<file path="config.mk">
export PLATFORM = sky130hd
export DESIGN_NAME = ow_bit_master
export DESIGN_NICKNAME = d
export VERILOG_FILES = /design/src/rtl/ow_slot_pkg.sv /design/src/rtl/ow_line_sync.sv /design/src/rtl/ow_slot_timer.sv /design/src/rtl/ow_slot_fsm.sv /design/src/rtl/ow_bit_master.sv
export SDC_FILE = /design/constraint.sdc
export NUM_CORES = 1
export LEC_CHECK = 0
export CAP_MARGIN = 5
export CELL_PAD_IN_SITES_DETAIL_PLACEMENT = 1
export CELL_PAD_IN_SITES_GLOBAL_PLACEMENT = 1
export CORE_MARGIN = 2
export CORE_UTILIZATION = 45
export DETAILED_ROUTE_END_ITERATION = 10
export GPL_TIMING_DRIVEN = 1
export HOLD_SLACK_MARGIN = 0.15
export PLACE_DENSITY_LB_ADDON = 0.2
export SLEW_MARGIN = 20
export SYNTH_ARGS = -nofsm -noshare
export SYNTH_HDL_FRONTEND = slang
export SYNTH_SLANG_ARGS = --single-unit
</file>
<file path="constraint.sdc">
create_clock -name clk -period 3.75 [get_ports clk]
set_input_delay 0.75 -clock clk [delete_from_list [all_inputs] [get_ports clk]]
set_output_delay 0.75 -clock clk [all_outputs]
set_load 0.005 [all_outputs]
</file>
<file path="src/rtl/ow_slot_pkg.sv">
package ow_slot_pkg;

    typedef enum logic [2:0] {
        ST_IDLE,
        ST_LOW,
        ST_RELEASE,
        ST_RECOVER,
        ST_WAIT_HIGH
    } ow_state_t;

    typedef enum logic [1:0] {
        KIND_W0,
        KIND_W1,
        KIND_RD
    } ow_kind_t;

endpackage

</file>
<file path="src/rtl/ow_line_sync.sv">
module ow_line_sync #(
    parameter int STAGES = 2
) (
    input  logic clk,
    input  logic rst_n,
    input  logic line_raw,
    output logic line_s
);

    logic [STAGES-1:0] stage_q;

    // first stage takes the asynchronous level; idle line reads high
    always_ff @(posedge clk or negedge rst_n) begin
        if (!rst_n) stage_q[0] <= 1'b1;
        else        stage_q[0] <= line_raw;
    end

    for (genvar gi = 1; gi < STAGES; gi++) begin : g_stage
        always_ff @(posedge clk or negedge rst_n) begin
            if (!rst_n) stage_q[gi] <= 1'b1;
            else        stage_q[gi] <= stage_q[gi-1];
        end
    end

    assign line_s = stage_q[STAGES-1];

endmodule

</file>
<file path="src/rtl/ow_slot_timer.sv">
module ow_slot_timer #(
    parameter int CNT_W = 7
) (
    input  logic             clk,
    input  logic             rst_n,
    input  logic             clr,
    input  logic             run,
    output logic [CNT_W-1:0] cnt
);

    always_ff @(posedge clk or negedge rst_n) begin
        if (!rst_n)   cnt <= '0;
        else if (clr) cnt <= '0;
        else if (run) cnt <= cnt + CNT_W'(1);
    end

endmodule

</file>
<file path="src/rtl/ow_slot_fsm.sv">
module ow_slot_fsm
    import ow_slot_pkg::*;
#(
    parameter int W1_LOW    = 6,
    parameter int W0_LOW    = 60,
    parameter int RD_LOW    = 6,
    parameter int RD_SAMPLE = 14,
    parameter int SLOT_LEN  = 70,
    parameter int REC_LEN   = 5,
    parameter int CNT_W     = 7
) (
    input  logic             clk,
    input  logic             rst_n,
    input  logic             req_valid,
    input  logic             req_rd,
    input  logic             req_bit,
    input  logic             line_s,
    input  logic [CNT_W-1:0] cnt,
    output logic             req_ready,
    output logic             line_pd_n,
    output logic             rd_valid,
    output logic             rd_bit,
    output logic             cnt_clr,
    output logic             cnt_run
);

    localparam logic [CNT_W-1:0] W1_LAST   = CNT_W'(W1_LOW - 1);
    localparam logic [CNT_W-1:0] W0_LAST   = CNT_W'(W0_LOW - 1);
    localparam logic [CNT_W-1:0] RD_LAST   = CNT_W'(RD_LOW - 1);
    localparam logic [CNT_W-1:0] SAMP_AT   = CNT_W'(RD_SAMPLE);
    localparam logic [CNT_W-1:0] SLOT_LAST = CNT_W'(SLOT_LEN - 1);
    localparam logic [CNT_W-1:0] REC_LAST  = CNT_W'(REC_LEN - 1);

    ow_state_t state_q, state_d;
    ow_kind_t  kind_q;
    logic      low_done;
    logic      slot_done;
    logic      rec_done;
    logic      take_sample;

    // end of the pull-down phase for the captured slot kind
    always_comb begin
        unique case (kind_q)
            KIND_RD: low_done = (cnt == RD_LAST);
            KIND_W1: low_done = (cnt == W1_LAST);
            default: low_done = (cnt == W0_LAST);
        endcase
    end

    assign slot_done   = (cnt == SLOT_LAST);
    assign rec_done    = (cnt == REC_LAST);
    assign take_sample = (state_q == ST_RELEASE) && (kind_q == KIND_RD) && (cnt == SAMP_AT);

    // next-state logic
    always_comb begin
        state_d = state_q;
        unique case (state_q)
            ST_IDLE:      if (req_valid) state_d = ST_LOW;
            ST_LOW:       if (low_done)  state_d = ST_RELEASE;
            ST_RELEASE:   if (slot_done) state_d = ST_RECOVER;
            ST_RECOVER:   if (rec_done)  state_d = line_s ? ST_IDLE : ST_WAIT_HIGH;
            ST_WAIT_HIGH: if (line_s)    state_d = ST_IDLE;
            default:                     state_d = ST_IDLE;
        endcase
    end

    // state register and request capture
    always_ff @(posedge clk or negedge rst_n) begin
        if (!rst_n) begin
            state_q <= ST_IDLE;
            kind_q  <= KIND_W1;
        end else begin
            state_q <= state_d;
            if (state_q == ST_IDLE && req_valid)
                kind_q <= req_rd ? KIND_RD : (req_bit ? KIND_W1 : KIND_W0);
        end
    end

    // fetched bit and its strobe
    always_ff @(posedge clk or negedge rst_n) begin
        if (!rst_n) begin
            rd_valid <= 1'b0;
            rd_bit   <= 1'b0;
        end else begin
            rd_valid <= take_sample;
            if (take_sample) rd_bit <= line_s;
        end
    end

    // outputs decoded from the state
    always_comb begin
        req_ready = 1'b0;
        line_pd_n = 1'b1;
        cnt_clr   = 1'b0;
        cnt_run   = 1'b0;
        unique case (state_q)
            ST_IDLE: begin
                req_ready = 1'b1;
                cnt_clr   = 1'b1;
            end
            ST_LOW: begin
                line_pd_n = 1'b0;
                cnt_run   = 1'b1;
            end
            ST_RELEASE: begin
                cnt_run = 1'b1;
                cnt_clr = slot_done;
            end
            ST_RECOVER: begin
                cnt_run = 1'b1;
            end
            default: begin
            end
        endcase
    end

    AST_W1_LOW_BOUND: assert property (@(posedge clk) disable iff (!rst_n)
        (state_q == ST_LOW && kind_q == KIND_W1) |-> (cnt <= W1_LAST));
    AST_W0_LOW_BOUND: assert property (@(posedge clk) disable iff (!rst_n)
        (state_q == ST_LOW && kind_q == KIND_W0) |-> (cnt <= W0_LAST));
    AST_RD_LOW_BOUND: assert property (@(posedge clk) disable iff (!rst_n)
        (state_q == ST_LOW && kind_q == KIND_RD) |-> (cnt <= RD_LAST));
    AST_RDV_SINGLE: assert property (@(posedge clk) disable iff (!rst_n)
        rd_valid |=> !rd_valid);
    AST_ACCEPT_BUSY: assert property (@(posedge clk) disable iff (!rst_n)
        (req_valid && req_ready) |=> (!req_ready && !line_pd_n));
    AST_WAIT_LINE: assert property (@(posedge clk) disable iff (!rst_n)
        (state_q == ST_RECOVER && rec_done && !line_s) |=> !req_ready);
    AST_RDV_FETCH_ONLY: assert property (@(posedge clk) disable iff (!rst_n)
        rd_valid |-> (kind_q == KIND_RD));

endmodule

</file>
<file path="src/rtl/ow_bit_master.sv">
module ow_bit_master #(
    parameter int W1_LOW      = 6,
    parameter int W0_LOW      = 60,
    parameter int RD_LOW      = 6,
    parameter int RD_SAMPLE   = 14,
    parameter int SLOT_LEN    = 70,
    parameter int REC_LEN     = 5,
    parameter int SYNC_STAGES = 2
) (
    input  logic clk,
    input  logic rst_n,
    input  logic req_valid,
    input  logic req_rd,
    input  logic req_bit,
    output logic req_ready,
    output logic rd_valid,
    output logic rd_bit,
    output logic line_pd_n,
    input  logic line_raw
);

    localparam int MAX_SPAN = (SLOT_LEN > REC_LEN) ? SLOT_LEN : REC_LEN;
    localparam int CNT_W    = $clog2(MAX_SPAN + 1);

    logic             line_s;
    logic             cnt_clr;
    logic             cnt_run;
    logic [CNT_W-1:0] cnt;

    ow_line_sync #(
        .STAGES (SYNC_STAGES)
    ) u_sync (
        .clk      (clk),
        .rst_n    (rst_n),
        .line_raw (line_raw),
        .line_s   (line_s)
    );

    ow_slot_timer #(
        .CNT_W (CNT_W)
    ) u_timer (
        .clk   (clk),
        .rst_n (rst_n),
        .clr   (cnt_clr),
        .run   (cnt_run),
        .cnt   (cnt)
    );

    ow_slot_fsm #(
        .W1_LOW    (W1_LOW),
        .W0_LOW    (W0_LOW),
        .RD_LOW    (RD_LOW),
        .RD_SAMPLE (RD_SAMPLE),
        .SLOT_LEN  (SLOT_LEN),
        .REC_LEN   (REC_LEN),
        .CNT_W     (CNT_W)
    ) u_fsm (
        .clk       (clk),
        .rst_n     (rst_n),
        .req_valid (req_valid),
        .req_rd    (req_rd),
        .req_bit   (req_bit),
        .line_s    (line_s),
        .cnt       (cnt),
        .req_ready (req_ready),
        .line_pd_n (line_pd_n),
        .rd_valid  (rd_valid),
        .rd_bit    (rd_bit),
        .cnt_clr   (cnt_clr),
        .cnt_run   (cnt_run)
    );

endmodule

</file>
### Yosys cells after proc, flatten, opt, wreduce, memory -nomap -nowiden

Index checks and enable logic that the tools add are counted.

| word-level totals | value |
|---|---|
| output and inout bits | 4 |
| input port bits | 6 |
| register bits after elaboration | 16 |
| word-level logic and storage cells | 48 |

| operators by class | value |
|---|---|
| equality and inequality tests | 16 |
| add/subtract/negate cells | 1 |
| reduce and logical (&&, ||, !) cells | 8 |
| muxes and demuxes | 16 |

Operators with widths:

| cell | number |
|---|---|
| 3-bit 2-to-1 mux | 6 |
| 3-bit one-hot mux with 5 select lines | 1 |
| 7-bit by 3-bit equality test with 1-bit output (second input constant) | 2 |
| 7-bit 2-to-1 mux | 2 |
| 7-bit by 1-bit adder with 7-bit output (second input constant) | 1 |
| 7-bit by 4-bit equality test with 1-bit output (second input constant) | 1 |
| 7-bit by 6-bit equality test with 1-bit output (second input constant) | 1 |
| 7-bit equality test (second input constant) | 1 |
| 3-bit by 2-bit equality test with 1-bit output (second input constant) | 2 |
| 2-bit by 1-bit != test with 1-bit output (second input constant) | 3 |
| 1-bit 2-to-1 mux | 5 |
| 5-bit AND reduction | 1 |
| 2-bit != test (second input constant) | 2 |
| 3-bit by 1-bit equality test with 1-bit output (second input constant) | 1 |
| 3-bit equality test (second input constant) | 1 |
| 1-bit logical AND | 3 |
| 3-bit logical NOT | 1 |
| 3-bit OR reduction | 1 |
| 2-bit by 1-bit equality test with 1-bit output (second input constant) | 1 |
| 2-bit equality test (second input constant) | 1 |
| 2-bit 2-to-1 mux | 1 |
| 1-bit one-hot mux with 2 select lines | 1 |
| 2-bit nonzero test | 1 |
| 2-bit OR reduction | 1 |

### Depth between registers and ports, before layout

Gate-level depths: netlist (run 1).

| logic depth | value |
|---|---|
| word-level depth | 5 |
| depth in mapped cells | 6 |
| mapped depth without buffers | 6 |

### Hierarchy

From an unflattened synthesis (run 1), not the netlist that was laid out.

| unflattened totals | value |
|---|---|
| cell total of the unflattened synthesis | 82 |
| area, all modules | 832.0 sq um |

Modules (own cells, without submodules):

| module | instances | sequential area each (sq um) | area an instance (sq um) | cells an instance |
|---|---|---|---|---|
| ow_slot_fsm | 1 | 176.4 | 471.7 | 51 |
| ow_slot_timer | 1 | 175.2 | 307.8 | 29 |
| ow_line_sync | 1 | 52.6 | 52.6 | 2 |

### Worst setup path before layout (run 1)

No wires, ideal clock.

| path | value |
|---|---|
| path type | reg2reg |
| start point | register u_fsm.kind_q[0] |
| end point | register u_fsm.state_q[0] |
| data required time | 3.630 ns |
| stages on the path, launching flop included | 7 |
| path buffers | 0 |
| arrival | 1.437 ns |
| clock period less this slack | 1.557 ns |
| slack | 2.193 ns |
| library setup time | 0.120 ns |
| cell sequence | dfstp_2 -> inv_1 -> ha_1 -> nand4b_1 -> a2bb2o_1 -> nand4b_1 -> o211a_1 |

| between the ends | value |
|---|---|
| word-level cells in the longest chain between the ends | 5 |
| elaborated cells on any way between the ends | 6 |
| those cells by class | eq/ne (3); mux (1); reduce/logical (2) |

RTL lines:

| what | line | RTL |
|---|---|---|
| start, declared | ow_slot_fsm.sv:35 | `ow_kind_t kind_q;` |
| start signal, assigned | ow_slot_fsm.sv:75 | `kind_q <= req_rd ? KIND_RD : (req_bit ? KIND_W1 : KIND_W0);` |
| 2-bit by 1-bit equality test with 1-bit output or 2-bit equality test (tied branches) | ow_slot_fsm.sv:43 | `unique case (kind_q)` |
| 2-bit OR reduction (no line) (*) | - |  |
| 1-bit 2-to-1 mux (*) | - |  |
| 2-bit by 1-bit != test with 1-bit output (no line) (*) | - |  |
| 5-bit AND reduction (no line) (*) | - |  |
| end signal, assigned | ow_slot_fsm.sv:73 | `state_q <= state_d;` |
| end, declared | ow_slot_fsm.sv:34 | `ow_state_t state_q, state_d;` |

Every way passes the cells marked *; elsewhere a longest branch is shown, timed or not.
A chain may end at the register's enable or synchronous reset.

### Worst setup path after layout (run 1)

| path | value |
|---|---|
| start point | register u_fsm.state_q[2] |
| end point | output port req_ready |

| between the ends | value |
|---|---|
| word-level cells in the longest chain between the ends | 2 |

RTL lines:

| what | line | RTL |
|---|---|---|
| 3-bit logical NOT | ow_slot_fsm.sv:96 | `unique case (state_q)` |
| 1-bit 2-to-1 mux | ow_slot_fsm.sv:96 |  |
| end, declared | ow_bit_master.sv:15 | `output logic req_ready,` |

Every way passes these cells.

==> impl_metrics.csv, run 1 <==
group,metric,value,unit
outcome,outcome,"finished clean",
layout,final.fill_count,210,
setup_path,crit_chain,"nor3_1, clkdlybuf4s50_1",
global_routing,grtUsageTotal,19.52,%
placement,pre_cts_ws,1.745,ns
synthesis,synth_area,869.6,um^2
route,first_pass_iters,4,
layout,stdcell_count,117,
synthesis,synth_top_cell_area_share,37.41,%
route,drt_iter0_drc,12,
sta,finalSetupTns,0,ns
setup_path,r2r-end,"u_fsm.state_q[0]",
setup_path,worstPathArrival,1.57,ns
min_path,hold_path_startpoint,"u_sync.stage_q[0]",
setup_path,crit_path_end_kind,"output pin",
die,initial_core_util,49.29,%
clocking,tritoncts,"yes",
setup_path,reg2regPathDepth,6,
layout,diodes,0,
clocking,ctsHoldBuffers,0,
clocking,cts_setup_buffers,0,
clocking,root_buffer,"clkbuf_4",
layout,drive_gt1_share,13.04,%
synthesis,synth_top_area_cell,"dfrtp_1",
die,coreArea,1764,um^2
global_routing,grt_pass1_wl,2.973,mm
setup_path,cp_slowest_cell,"dfrtp_1",
setup_path,max_stage_delay,0.54,ns
synthesis,synth-seq-cells,16,
layout,register_area,404.1,um^2
synthesis,synth_warnings,0,
global_routing,grt-ovfl-total,0,
setup_path,startpoint_type,"flop",
synthesis,synth_edf_count,0,
sta,fmax,430.4,MHz
global_routing,grt_max_degree,17,
pwr,ir_drop,371.0,uV
synthesis,syn_avg_cell_area,10.74,um^2
route,wl_per_cell,15.70,um
die,fp.dieH,47.96,um
setup_path,r2r_slack,2.03,ns
sta,hold-worst-slack,0.3621,ns
sta,worst_slew_pin_slew,0.7185,ns
clocking,clk_pin_slew,0.09,ns
sta,setup_viol,0,
placement,dp_cells,113,
placement,port-buffer-count,9,
min_path,whs_path_depth,0,
setup_path,critPathLaunch,"u_fsm.state_q[2]",
min_path,hold_path.class,"reg -> reg",
pwr,p_leak,0.4318,nW
sta,skew,0.0008936,ns
synthesis,syn-num-nets,92,
global_routing,grt_pass1_vias,633,
clocking,cts_max_level,1,
route,vias,636,
sta,max-slew-margin-rel,51.95,%
sta,fin_crit_sh,61.96,%
pwr,power.total,0.6670,mW
placement,hpwl,1.311,mm
global_routing,antenna_found_initial,0,
synthesis,synth_commonest_cells,"dfrtp_1 (13), nor2_1 (13), nand2_1 (6)",
sta,rsz0062_at_grt,"no",
layout,area_growth,17.12,%
clocking,cts_buffers,3,
setup_path,crit_required,3.00,ns
synthesis,synth-seq-area-share,46.47,%
setup_path,crit_fanout,13,
die,num_io_pins,10,
placement,gp_congestion,0.8168,
sta,maxSlewViolCount,0,
flow_run,drv_cap,0,
sta,fin_crit,2.324,ns
min_path,hold_end,"u_sync.line_s",
synthesis,async_reset_ff_share,100.0,%
clocking,ctsResizeCount,0,
route,drc,0,
synthesis,syn_inst,81,
setup_path,reg2reg_from,"u_fsm.kind_q[0]",
die,die_w,47.96,um
pwr,p_per_area,654.9,nW/um^2
sta,setup_slack,1.426,ns
synthesis,synthFlopType,"dfrtp_1",
clocking,clkSinkCount,16,
clocking,clk_latency,0.29,ns
die,num_rows,15,
die,die_area,2300,um^2
synthesis,synth.area.top_cells,"dfrtp_1 (37%), dfstp_2 (9.1%), ha_1 (7.2%)",
layout,multi_input_area,441.7,um^2
route,via_per_inst,5.436,
synthesis,synthDistinctLibCells,33,
clocking,clock_path_buffers,2,
route,drt_wl_total,1.837,mm
setup_path,critPathKind,"reg -> out",
route,ant_nets,0,
sta,final-hold-violation-count,0,
layout,nNetsFinal,104,
## metal layers
| metal | share of wire (%) | vias up | routed length [um] | GRT usage (%) |
|---|---|---|---|---|
| li1 | - | 301 | - | - |
| met1 | 46 | 320 | 849 | 25.35 |
| met2 | 49 | 13 | 900 | 31.20 |
| met3 | 3.8 | 2 | 70 | 5.660 |
| met4 | 0.93 | 0 | 17 | 6.486 |
| met5 | 0 | - | 0 | 0 |
## worst max path at each step
| stage | depth (start not counted) | end |
|---|---|---|
| CTS | 3 | line_pd_n |
| detailed placement | 3 | line_pd_n |
| finish | 2 | req_ready |
| global placement | 4 | u_fsm.kind_q[1] |
| floorplan | 6 | u_fsm.state_q[0] |
| global route | 3 | line_pd_n |
## cells in the final DEF, fill, tap and decap left out, drive strengths merged, types with 2 or more instances in the layout
| cell type | netlist | final |
|---|---|---|
| mux2 | 2 | 2 |
| ha | 5 | 5 |
| dfrtp | 13 | 13 |
| clkbuf | 1 | 4 |
| nor3 | 2 | 2 |
| and2 | 2 | 2 |
| nor2b | 2 | 2 |
| clkdlybuf4s50 | 0 | 9 |
| nand4b | 5 | 5 |
| nand3 | 2 | 2 |
| xnor2 | 3 | 3 |
| inv | 4 | 4 |
| nand2 | 6 | 6 |
| nor2 | 13 | 13 |
| o21ai | 2 | 2 |
| xor2 | 3 | 3 |
| dfstp | 3 | 3 |
## sequential cells by signal (all words and copies together) (netlist names)
name,cells
u_sync.stage_q,1
u_fsm.kind_q,2
u_fsm.rd_bit,1
u_sync.line_s,1
u_timer.cnt,7
u_fsm.state_q,3
u_fsm.rd_valid,1
## where the power goes
group / switching [mW] / internal (mW)
clock network: 0.0552 / 0.0591
logic: 0.118 / 0.122
registers: 0.0863 / 0.226
## cells by family after synthesis
family	synth area share (%)
muxes	2.590
buffers and inverters	2.732
AOI/OAI and AO/OA	7.769
xor gates and xnor gates	6.044
and+or+nand+nor	27.19
DFF	46.48
adders and majority gates	7.194
## metrics by stage
step | area (um^2) | util [%]
after floorplan | 869.6 | -
after global placement | 982.2 | 55.67
after detailed placement | 982.2 | 55.67
after CTS | 1018 | 57.73
after global routing | 1018 | 57.73
final | 1018 | 57.73
## final cells by class
class,count,share of cell area [%]
tap,25,3.071
timing repair buffer,9,8.845
sequential,16,39.68
clock buffer,4,3.563
inverter,4,1.474
multi-input combinational,59,43.37
## worst max-delay path, delay by kind of cell (launching register included)
family | cells | cell delay [ns]
buffers and inverters | 1 | 0.53
and+or+nand+nor | 1 | 0.21
DFF | 1 | 0.54
Note: power is estimated with default switching activity, not from simulation.
==> run 2, diff against run 1 <==
--- a/config.mk
+++ b/config.mk
@@ -9,7 +9,7 @@
 export CELL_PAD_IN_SITES_DETAIL_PLACEMENT = 1
 export CELL_PAD_IN_SITES_GLOBAL_PLACEMENT = 1
 export CORE_MARGIN = 2
-export CORE_UTILIZATION = 45
+export CORE_UTILIZATION = 38
 export DETAILED_ROUTE_END_ITERATION = 10
 export GPL_TIMING_DRIVEN = 1
 export HOLD_SLACK_MARGIN = 0.15
==> constraint.sdc (replaced) <==
create_clock -name clk -period 2 [get_ports clk]
set_input_delay 0.4 -clock clk [delete_from_list [all_inputs] [get_ports clk]]
set_output_delay 0.4 -clock clk [all_outputs]
set_load 0.005 [all_outputs]
==> run 2 against run 1 <==
Effect of this change: critical path depth is the same; via count shrank 1.1%; setup slack lost 1.3 ns; cell count grew 5.1%; clock power grew 87%; combinational power grew 91%; sequential cell count is the same; global-route usage shrank 3.1 points; sequential share of layout area shrank 1.0 points; routed wire length shrank 6.9%; register-to-register slack lost 1.7 ns; power grew 86%.
==> impl_metrics.csv, run 2 (synthesis gave the netlist of run 1 again) <==
group,metric,value,unit
outcome,outcome,"finished clean",
placement,dp_cells,119,
route,routed.top_layer,"met4",
route,wl_per_cell,13.91,um
die,coreArea,2191,um^2
die,fp.dieH,51.84,um
min_path,hold_path.class,"reg -> reg",
sta,fin_crit,1.877,ns
setup_path,startpoint_type,"flop",
sta,rsz0062_at_grt,"no",
clocking,clk_pin_slew,0.09,ns
die,die_area,2687,um^2
pwr,p_per_area,1187,nW/um^2
global_routing,grt_pass1_vias,669,
die,die_w,51.84,um
route,first_pass_iters,4,
clocking,cts_buffers,3,
setup_path,crit_path_end_kind,"output pin",
layout,register_area,404.1,um^2
pwr,p_clk_share,17.2,%
die,num_io_pins,10,
pwr,p_leak,0.4464,nW
pwr,ir_drop,682.7,uV
pwr,power_switching,0.4674,mW
setup_path,cp_num_buf_inv,1,
sta,fin_crit_sh,93.83,%
clocking,ctsHoldBuffers,0,
layout,top_register,"u_timer.cnt",
layout,nNetsFinal,107,
setup_path,max_stage_delay,0.52,ns
pwr,p_comb_share,37.2,%
setup_path,crit_family,"buffers and inverters",
pwr,internal_power,0.7730,mW
setup_path,cp_slowest_cell,"clkdlybuf4s50_1",
global_routing,grt-ovfl-total,0,
sta,worst_slew_pin_slew,0.4666,ns
setup_path,r2r_slack,0.33,ns
sta,hold-worst-slack,0.3628,ns
flow_run,drv_cap,0,
sta,setup_slack,0.1233,ns
layout,final_core_util,47.69,%
route,dr_wl_met2,812,um
clocking,cts_max_level,1,
placement,hpwl,1.281,mm
clocking,clock_path_buffers,2,
layout,largest_reg_flops,7,
layout,top_regs,"u_timer.cnt: 7 flops, u_fsm.state_q: 3 flops, u_fsm.kind_q: 2 flops",
setup_path,crit_required,1.60,ns
setup_path,crit_chain,"nor3_1, clkdlybuf4s50_1",
route,wirelength_met1,806,um
sta,setup_viol,0,
sta,finalSetupTns,0,ns
sta,max-slew-margin-rel,68.72,%
global_routing,grt_max_degree,17,
global_routing,grt_pass1_wl,3.105,mm
clocking,tritoncts,"yes",
route,ant_nets,0,
placement,port-buffer-count,9,
sta,final-hold-violation-count,0,
global_routing,antenna_found_initial,0,
layout,multi_input_area,441.7,um^2
global_routing,grtUsageTotal,16.37,%
setup_path,crit_fanout,8,
layout,stdcell_count,123,
sta,skew,0.005497,ns
layout,drive_gt1_share,15.79,%
setup_path,critPathKind,"reg -> out",
pwr,sw_frac_of_total,37.68,%
clocking,ctsResizeCount,0,
layout,area_growth,20.14,%
die,num_rows,17,
route,via_per_inst,5.114,
setup_path,worstPathArrival,1.48,ns
clocking,clk_latency,0.29,ns
sta,maxSlewViolCount,0,
layout,final.fill_count,256,
route,wl_met3,48,um
layout,layout_common_cells,"nor2_1 (13), dfrtp_1 (13), clkdlybuf4s50_1 (9)",
layout,diodes,0,
pwr,sequentialPowerShare,45.6,%
clocking,root_buffer,"clkbuf_4",
clocking,clkSinkCount,16,
route,drt_wl_total,1.711,mm
die,initial_core_util,39.69,%
clocking,cts_setup_buffers,0,
route,drc,0,
sta,fmax,532.9,MHz
route,vias,629,
placement,gp_congestion,0.7629,
route,drt_iter0_drc,2,
placement,pre_cts_ws,0.2971,ns
[run 2: area by class of cell]
cell class	instances	area share (%)
clock buffer	4	3.473
inverter	4	1.437
multi-input combinational	59	42.28
sequential	16	38.68
tap	28	3.353
timing repair buffer	12	10.78
[run 2: path summary, 6_finish.rpt]
check | endpoint | start | depth (start not counted)
worst max-delay path | req_ready | u_fsm.state_q[1] | 2
worst min-delay path | u_sync.line_s | u_sync.stage_q[0] | 0
worst max register to register | u_fsm.state_q[0] | u_fsm.kind_q[0] | 6
worst min register to register | u_sync.line_s | u_sync.stage_q[0] | 0
max in group asynchronous | u_fsm.kind_q[0] | rst_n | 2
min in group asynchronous | u_fsm.kind_q[1] | rst_n | 2
[run 2: per-stage QoR]
stage / instance area [um^2] / power [mW]
3_5_place_dp: 1008 / 1.042
6_report: 1045 / 1.240
3_3_place_gp: 1008 / 1.019
2_1_floorplan: 869.6 / 0.8743
4_1_cts: 1045 / 1.262
5_1_grt: 1045 / 1.349
[run 2: per-layer routing]
metal  up-vias  GRT usage, %
met4         0         10.53
met2        11         25.74
met1       306         20.73
met3         5         2.586
li1        307             -
met5         -             0
[run 2: power groups by stage]
| stage | sequential (mW) | combinational, mW | clock, mW |
|---|---|---|---|
| 2_1_floorplan | 0.536 | 0.339 | 0 |
| 4_1_cts | 0.568 | 0.471 | 0.223 |
| 3_5_place_dp | 0.575 | 0.466 | 0 |
| 3_3_place_gp | 0.569 | 0.450 | 0 |
| 5_1_grt | 0.591 | 0.523 | 0.235 |
| 6_report | 0.566 | 0.461 | 0.213 |
[run 2: worst reg2reg max path: cells and delay by family, from the launching register on]
family	cells	cell delay [ns]
buffers and inverters	1	0.04
AND/OR/NAND/NOR	2	0.23
AO/OA/AOI/OAI	2	0.50
flip-flops	1	0.52
adder cells (fa/ha/maj)	1	0.30
==> run 3, diff against run 2 <==
--- a/config.mk
+++ b/config.mk
@@ -14,6 +14,7 @@
 export GPL_TIMING_DRIVEN = 1
 export HOLD_SLACK_MARGIN = 0.15
 export PLACE_DENSITY_LB_ADDON = 0.2
+export SKIP_CTS_REPAIR_TIMING = 1
 export SLEW_MARGIN = 20
 export SYNTH_ARGS = -nofsm -noshare
 export SYNTH_HDL_FRONTEND = slang
==> results of run 3 <==
Final layout, timing and power as in run 2 (identical DEF).
